==> src/rtl/fcmp_pkg.sv <==
package fcmp_pkg;
    localparam int FP_W   = 64;
    localparam int EXP_W  = 11;
    localparam int FRAC_W = 52;
    localparam int FLAG_W = 64;

    localparam int BIT_CARRY = 0;
    localparam int BIT_PAR   = 2;
    localparam int BIT_AUX   = 4;
    localparam int BIT_ZERO  = 6;
    localparam int BIT_SIGN  = 7;
    localparam int BIT_OVF   = 11;

    typedef enum logic [1:0] {
        CMP_GT  = 2'd0,
        CMP_LT  = 2'd1,
        CMP_EQ  = 2'd2,
        CMP_UNO = 2'd3
    } cmp_class_e;

    typedef struct packed {
        logic              sign;
        logic [EXP_W-1:0]  expo;
        logic [FRAC_W-1:0] frac;
    } fp_t;

    function automatic logic is_nan(fp_t v);
        return (&v.expo) && (|v.frac);
    endfunction

    function automatic logic is_zero(fp_t v);
        return (v.expo == '0) && (v.frac == '0);
    endfunction

    function automatic logic [FLAG_W-1:0] touched_mask();
        logic [FLAG_W-1:0] m;
        m = '0;
        m[BIT_CARRY] = 1'b1;
        m[BIT_PAR]   = 1'b1;
        m[BIT_AUX]   = 1'b1;
        m[BIT_ZERO]  = 1'b1;
        m[BIT_SIGN]  = 1'b1;
        m[BIT_OVF]   = 1'b1;
        return m;
    endfunction
endpackage

==> src/rtl/fcmp_classify.sv <==
module fcmp_classify
    import fcmp_pkg::*;
(
    input  fp_t        a,
    input  fp_t        b,
    output cmp_class_e cls
);
    logic [FP_W-2:0] mag_a, mag_b;
    logic a_nan, b_nan, both_zero, mag_lt, mag_eq;

    always_comb begin
        mag_a     = {a.expo, a.frac};
        mag_b     = {b.expo, b.frac};
        a_nan     = is_nan(a);
        b_nan     = is_nan(b);
        both_zero = is_zero(a) && is_zero(b);
        mag_lt    = mag_a < mag_b;
        mag_eq    = mag_a == mag_b;
        if (a_nan || b_nan)
            cls = CMP_UNO;
        else if (both_zero || (mag_eq && a.sign == b.sign))
            cls = CMP_EQ;
        else if (a.sign != b.sign)
            cls = a.sign ? CMP_LT : CMP_GT;
        else if (!a.sign)
            cls = mag_lt ? CMP_LT : CMP_GT;
        else
            cls = mag_lt ? CMP_GT : CMP_LT;
    end
endmodule

==> src/rtl/fcmp_flag_merge.sv <==
module fcmp_flag_merge
    import fcmp_pkg::*;
(
    input  cmp_class_e        cls,
    input  logic [FLAG_W-1:0] old_flags,
    output logic [FLAG_W-1:0] new_flags
);
    localparam logic [FLAG_W-1:0] KEEP = ~touched_mask();

    always_comb begin
        new_flags = old_flags & KEEP;
        unique case (cls)
            CMP_UNO: begin
                new_flags[BIT_ZERO]  = 1'b1;
                new_flags[BIT_PAR]   = 1'b1;
                new_flags[BIT_CARRY] = 1'b1;
            end
            CMP_LT:  new_flags[BIT_CARRY] = 1'b1;
            CMP_EQ:  new_flags[BIT_ZERO]  = 1'b1;
            default: ;
        endcase
    end
endmodule

==> src/rtl/fcmp_flags.sv <==
module fcmp_flags
    import fcmp_pkg::*;
(
    input  logic              clk,
    input  logic              rst,
    input  logic              in_valid,
    input  logic [FP_W-1:0]   op_a,
    input  logic [FP_W-1:0]   op_b,
    input  logic [FLAG_W-1:0] flags_in,
    output logic              out_valid,
    output logic [FLAG_W-1:0] out_flags
);
    cmp_class_e        cls;
    logic [FLAG_W-1:0] merged;

    fcmp_classify u_cls (
        .a   (fp_t'(op_a)),
        .b   (fp_t'(op_b)),
        .cls (cls)
    );

    fcmp_flag_merge u_merge (
        .cls       (cls),
        .old_flags (flags_in),
        .new_flags (merged)
    );

    always_ff @(posedge clk) begin
        if (rst) begin
            out_valid <= 1'b0;
            out_flags <= '0;
        end else begin
            out_valid <= in_valid;
            if (in_valid)
                out_flags <= merged;
        end
    end

    // Checks on the registered result
    assert_cleared_R5: assert property (@(posedge clk) disable iff (rst)
        out_valid |-> !out_flags[BIT_OVF] && !out_flags[BIT_SIGN] && !out_flags[BIT_AUX]);

    assert_passthru_R6: assert property (@(posedge clk) disable iff (rst)
        in_valid |=> ((out_flags & ~touched_mask()) == ($past(flags_in) & ~touched_mask())));

    assert_latency_R8: assert property (@(posedge clk) disable iff (rst)
        in_valid |=> out_valid);

    assert_hold_R8: assert property (@(posedge clk) disable iff (rst)
        !in_valid |=> $stable(out_flags) && !out_valid);

    assert_unordered_R1: assert property (@(posedge clk) disable iff (rst)
        (in_valid && (is_nan(fp_t'(op_a)) || is_nan(fp_t'(op_b))))
        |=> out_flags[BIT_ZERO] && out_flags[BIT_PAR] && out_flags[BIT_CARRY]);

    assert_code_legal_R2: assert property (@(posedge clk) disable iff (rst)
        out_valid |-> !(out_flags[BIT_PAR] && !(out_flags[BIT_ZERO] && out_flags[BIT_CARRY])));

    assert_signed_zero_R4: assert property (@(posedge clk) disable iff (rst)
        (in_valid && is_zero(fp_t'(op_a)) && is_zero(fp_t'(op_b)))
        |=> out_flags[BIT_ZERO] && !out_flags[BIT_PAR] && !out_flags[BIT_CARRY]);
endmodule

==> config.mk <==
export PLATFORM = sky130hd
export DESIGN_NAME = fcmp_flags
export DESIGN_NICKNAME = d
export VERILOG_FILES = /design/src/rtl/fcmp_pkg.sv /design/src/rtl/fcmp_classify.sv /design/src/rtl/fcmp_flag_merge.sv /design/src/rtl/fcmp_flags.sv
export SDC_FILE = /design/constraint.sdc
export NUM_CORES = 1
export LEC_CHECK = 0
export ABC_AREA = 1
export BUFFER_PORTS_ARGS = -buffer_cell sky130_fd_sc_hd__buf_2
export CAP_MARGIN = 20
export CORE_MARGIN = 10
export CORE_UTILIZATION = 37
export CTS_CLUSTER_SIZE = 28
export DETAILED_ROUTE_END_ITERATION = 8
export PLACE_DENSITY = 0.69
export SYNTH_ARGS = -nofsm -noshare
export SYNTH_HDL_FRONTEND = slang
export SYNTH_SLANG_ARGS = --single-unit
==> constraint.sdc <==
create_clock -name clk -period 2.5 [get_ports clk]
set_clock_uncertainty 0.2 [all_clocks]
set_input_delay 0.25 -clock clk [delete_from_list [all_inputs] [get_ports clk]]
set_output_delay 0.25 -clock clk [all_outputs]
set_load 0.1 [all_outputs]
# Word-level counts from Yosys, hierarchy flattened
# Index checks and enable logic that the tools add are counted.
# op_classes
add_sub_neg	0
mul	0
div	0
magnitude_cmp	1
n_eq_ne	6
shifts	0
n_mux	10
n_bitwise	0
reduce_logical	18
# ops
operator	n
$logic_not A52 Y1	2
$reduce_or A52 Y1	2
$eq A63 B63 Y1	1
$lt A63 B63 Y1	1
$logic_not A11 Y1	2
$reduce_and A11 Y1	2
$mux W2	4
$logic_and A1 B1 Y1	6
$mux W1	6
$eq A2 B2 Y1 const B	2
$reduce_or A2 Y1	2
$eq A2 B1 Y1 const B	1
$logic_or A1 B1 Y1	2
$eq A1 B1 Y1	1
$ne A1 B1 Y1	1
# totals
ff_bits	62
latch_bits	0
mem_bits_rw	0
mem_bits_ro	0
inputBits	195
out_inout_bits	65
mem_count	0

# Depth between registers and ports, before layout
# depth
word_depth	9
mapped_depth	16
depth_no_buf	16

# Hierarchy
# Synthesis repeated with hierarchy kept, for this count alone.
# unflattened
hier_cells	893
area_unflattened_um2	5461.5
# modules_own_cells
mod	instances	cells_each	area_per_inst_um2	seq_area_each_um2
fcmp_flags	1	408	2646.3	1301.2
fcmp_classify	1	419	2338.5	0.0
fcmp_flag_merge	1	66	476.7	0.0

# Least setup slack after synthesis
# No wires, ideal clock.
# synth_timing
path_kind	input-to-reg
startpoint	input op_b[58]
endpoint	register out_flags[0]
setup_time_ns	0.125
t_arrival_ns	1.337
required_time_ns	2.175
setup_slack_ns	0.838
path_stages	13
path_buffers	0
cell_sequence	inv_1 ha_1 nand2_2 inv_2 nand3_2 nor3_4 nand3_1 nor2_1 nand2_1 nand2_1 nand2_1 nand3_2 a21oi_2
# synth_between
elab_chain_cells	9
# synth_rtl
item	line_no	text
from (decl)	fcmp_flags.sv:8	input logic [FP_W-1:0] op_b,
$lt A63 B63 Y1 or $logic_not A11 Y1 (tied branches)	fcmp_classify.sv:17, fcmp_pkg.sv:32	
$mux W1, or another cell as far along	fcmp_classify.sv:26	cls = mag_lt ? CMP_LT : CMP_GT;
$mux W2 or $logic_and A1 B1 Y1 (tied branches)	fcmp_classify.sv:25, fcmp_classify.sv:16	
$mux W2 or $logic_or A1 B1 Y1 (tied branches)	fcmp_classify.sv:23, fcmp_classify.sv:21	
$mux W2	fcmp_classify.sv:21	else if (both_zero || (mag_eq && a.sign == b.sign))
$mux W2 *	fcmp_classify.sv:19	if (a_nan || b_nan)
$eq A2 B1 Y1 or $eq A2 B2 Y1 (tied branches)	fcmp_flag_merge.sv:12	unique case (cls)
$reduce_or A2 Y1 (no line) *	--	
$mux W1 *	fcmp_flag_merge.sv:12	
to (signal assigned)	fcmp_flags.sv:35	out_flags <= merged;
to (decl)	fcmp_flags.sv:11	output logic [FLAG_W-1:0] out_flags
# Mark *: on every way between the ends. The rest lies on a longest branch, timed or not.
# A chain may end at the register's enable or synchronous reset.

# Worst setup path after layout
# layout_timing
startpoint	input op_b[46]
endpoint	register out_flags[6]
# layout_between
elab_chain_cells	9
# layout_rtl
item	line_no
$lt A63 B63 Y1 or $logic_not A52 Y1 (tied branches)	fcmp_classify.sv:17, fcmp_pkg.sv:32
$mux W1, or another cell as far along	fcmp_classify.sv:26
$mux W2 or $logic_and A1 B1 Y1 (tied branches)	fcmp_classify.sv:25, fcmp_classify.sv:16
$mux W2 or $logic_or A1 B1 Y1 (tied branches)	fcmp_classify.sv:23, fcmp_classify.sv:21
$mux W2	fcmp_classify.sv:21
$mux W2 *	fcmp_classify.sv:19
$eq A2 B2 Y1	fcmp_flag_merge.sv:12
$reduce_or A2 Y1 (no line) *	--
$mux W1 *	fcmp_flag_merge.sv:12
# Marked as above.

==> results.md <==
- Seq cells post-synth: 62
- Synth top cells by count: nand2_1 (231), inv_1 (88), nand3_1 (75), nor2_1 (71), ha_1 (63)
- Number of fill cells: approximately 1200
- Detail Placement HPWL: about 13000 um
- Worst slew pin tran: 754.5 ps
- Initial antenna violation count: 1
- CTS tree: done
- Pwr/cell area: 514.4 nW/um2
- Synth Instances: about 700
- Grt ovf: 0
- Worst hold start: rst
- Capture point of the worst reg-to-reg path: out_flags[2]$_SDFFE_PP0P_
- EDFF count, synth: 0
- Post-synth top area share: between 20% and 30%
- Global-route wire length before repair: about 26000 um
- Vias in the first global route: about 5500
- Crit-path slowest cell: nor4_1
- Ys flop type: dfxtp_1
- Worst hold path endpoint: out_flags[6]$_SDFFE_PP0P_
- Worst Setup End Kind: register
- Status: complete, no violations
- Critical Path RT: roughly 2600 ps
- Largest area contributor in the netlist: dfxtp_1
- Mapped Avg Cell Area: about 6.5 um2
- Crit start category: input pin
- Reg2reg path depth: 3
- RePlAce Congestion: ~0.89
- DRC errors left: 0
- Final ANT Viol Nets: 0
- Setup Fix Bufs, Post-CTS: 0
- Asr flop ratio synth: 0%
- RR Startpoint: out_flags[2]$_SDFFE_PP0P_
- CP Class: in2reg
- DR pass1 iterations: 4
- Die Width: about 130 um
- Cell Area, Synth: approximately 4500 um2
- WHS Path Cells: 4
- Largest net degree at the start of global routing: 60
- WL final: 16600 um
- Max Freq: 581.6 MHz
- Die ar.: between 15000 and 20000 um2
- Ranking of synthesized cells by area: dfxtp_1 (27%), nand2_1 (19%), ha_1 (17%)
- Worst path max stage delay: 370 ps
- Hold Path Class: in2reg
- Initial core utilization: approximately 38%
- Drt initial violations: approximately 240
- Skew-Pair Late Insertion Delay: around 320 ps
- Largest fanout on the critical path: 3
- Power, Total: 3.518 mW
- Layout cells sized above 1: 29.60%
- Delay-heaviest family, CP: simple AND/OR/NAND/NOR gates
- I/O pin count: between 200 and 300
- Critical path depth in cells: 13
- CTS H-Tree Depth: 3
- Total Routing Usage GR: about 19%
- Min Tclk post-route: roughly 1700 ps
- Register-to-Register Setup Slack: about 1600 ps
- Avg Vias per Cell: approximately 4.6
- Final Hold Fails: 0
- Longest Clk Path Bufs: 2
- Routed wire per std cell: about 14 um
- Vias: approximately 5400
- I/O Buffers: 250
- Final core utilization: around 57%
- Setup TNS: 0 ps
- Worst vdd ir: approximately 0.40 mV
- Lkg Pwr: just under 4 nW
- Tcrit/Tclk final: between 60% and 70%
- Slew HR: about 49%
- Yosys cell types: 30
- Yosys warnings: 0
- Row cnt: 40
- Worst Setup SP: op_b[46]
- CP arrival: 1770 ps
- Area grow syn2layout: 50.99%
- Die Ht: 130.6 um
- Sequential-to-total area share from yosys stat: a little over a quarter
- Critical path buffer and inverter count: 3
- Count of final setup violators: 0
- Hold_ws: roughly 73 ps
- Sink Count: 62
- Root buf cell: clkbuf_16
- Max_cap viols: 0
- Clock transition at path regs: approximately 50 ps
- Top-count cell post-synth: nand2_1
- RSZ-0062 raised after global routing: no
- Fin. max-slew vios: 0
- Cts bufs inserted: 9
- Worst path most repeated cell: nand2_1
- Core Area: around 12000 um2
- Critical-path cell list: buf_2, inv_1, ha_1, nand2_1, inv_1, nand3_2, nor4_1, nand3_1, nor2_1, nor2_1, nand3_1, nand2_1, nand2_1
- Final net count: 1263
[placed cells by master, fill, tap and decap left out, types with 9 or more instances in the layout]
master,n
nand4_1,18
nand3_1,75
dlygate4sd3_1,58
dfxtp_1,62
inv_1,88
buf_2,250
clkbuf_16,9
ha_1,63
nor2_1,70
nand2_1,231
a21oi_1,20
[worst min-delay path, cell delays in order]
cell and delay [ps]:
buf_2 120, nor2_4 50, nand2_1 70, nand2_1 50
[layout make-up]
| class | instances | area [um2] | area share, % |
|---|---|---|---|
| repair buffers | 311 | 1892 | 27.66 |
| clock inverters | 6 | 67.56 | 0.9879 |
| clock buffers | 10 | 239.0 | 3.494 |
| flip-flops and latches | 62 | 1241 | 18.15 |
| multi-input cells | 524 | 2841 | 41.55 |
| inverters | 97 | 364.1 | 5.324 |
| diodes | 4 | 10.01 | 0.1464 |
| well taps | 147 | 183.9 | 2.689 |
[flip-flops by register name, summed over array words and instances, names as in the netlist]
| register | count |
|---|---|
| out_flags | 61 |
| out_valid | 1 |
[worst max path at each step]
| stage | endpoint | slack [ps] |
|---|---|---|
| 2_1_floorplan | out_flags[0]$_SDFFE_PP0P_ | 840 |
| 6_report | out_flags[6]$_SDFFE_PP0P_ | 780 |
| 5_1_grt | out_flags[6]$_SDFFE_PP0P_ | 560 |
| 3_3_place_gp | out_flags[0]$_SDFFE_PP0P_ | 480 |
| 4_1_cts | out_flags[6]$_SDFFE_PP0P_ | 810 |
| 3_5_place_dp | out_flags[6]$_SDFFE_PP0P_ | 490 |
[stage by stage]
stage | area, um2 | std cells | worst slack (ps)
6_report | 6839 | 1161 | 780.7
5_1_grt | 6832 | 1158 | 555.0
4_1_cts | 6829 | 1157 | 808.3
3_5_place_dp | 5942 | 1083 | 489.0
3_3_place_gp | 5942 | 1083 | 479.0
2_1_floorplan | 4537 | 704 | 837.8
[logic make-up after synthesis]
logic type	Yosys count	share of synthesized area (%)
and+or+nand+nor	429	41.44
adders and majority gates	63	17.40
DFF	62	27.40
buffers and inverters	118	10.19
other	1	0.08279
AOI/OAI and AO/OA	29	3.481
[what timing repair did]
action,in CTS,in global routing
resized for setup,0,0
hold buffers,58,0
endpoints found under the hold margin,58,0
[metal layers]
metal	share of wire (%)	wire, um	track usage [%]	vias up
met5	0	0	0	-
met2	49	8092	31.46	162
met1	42	6948	21.78	2333
li1	-	-	-	2847
met3	7.1	1178	5.842	24
met4	2.3	379	5.886	0
[report_power, final]
| part | leakage [nW] | internal (mW) | switching [mW] | total, mW |
|---|---|---|---|---|
| registers | 0.512 | 1.05 | 0.0262 | 1.07 |
| clock network | 0.146 | 0.803 | 0.448 | 1.25 |
| logic | 3.29 | 0.364 | 0.830 | 1.19 |
No activity file was read; power rests on OpenSTA's default activity.
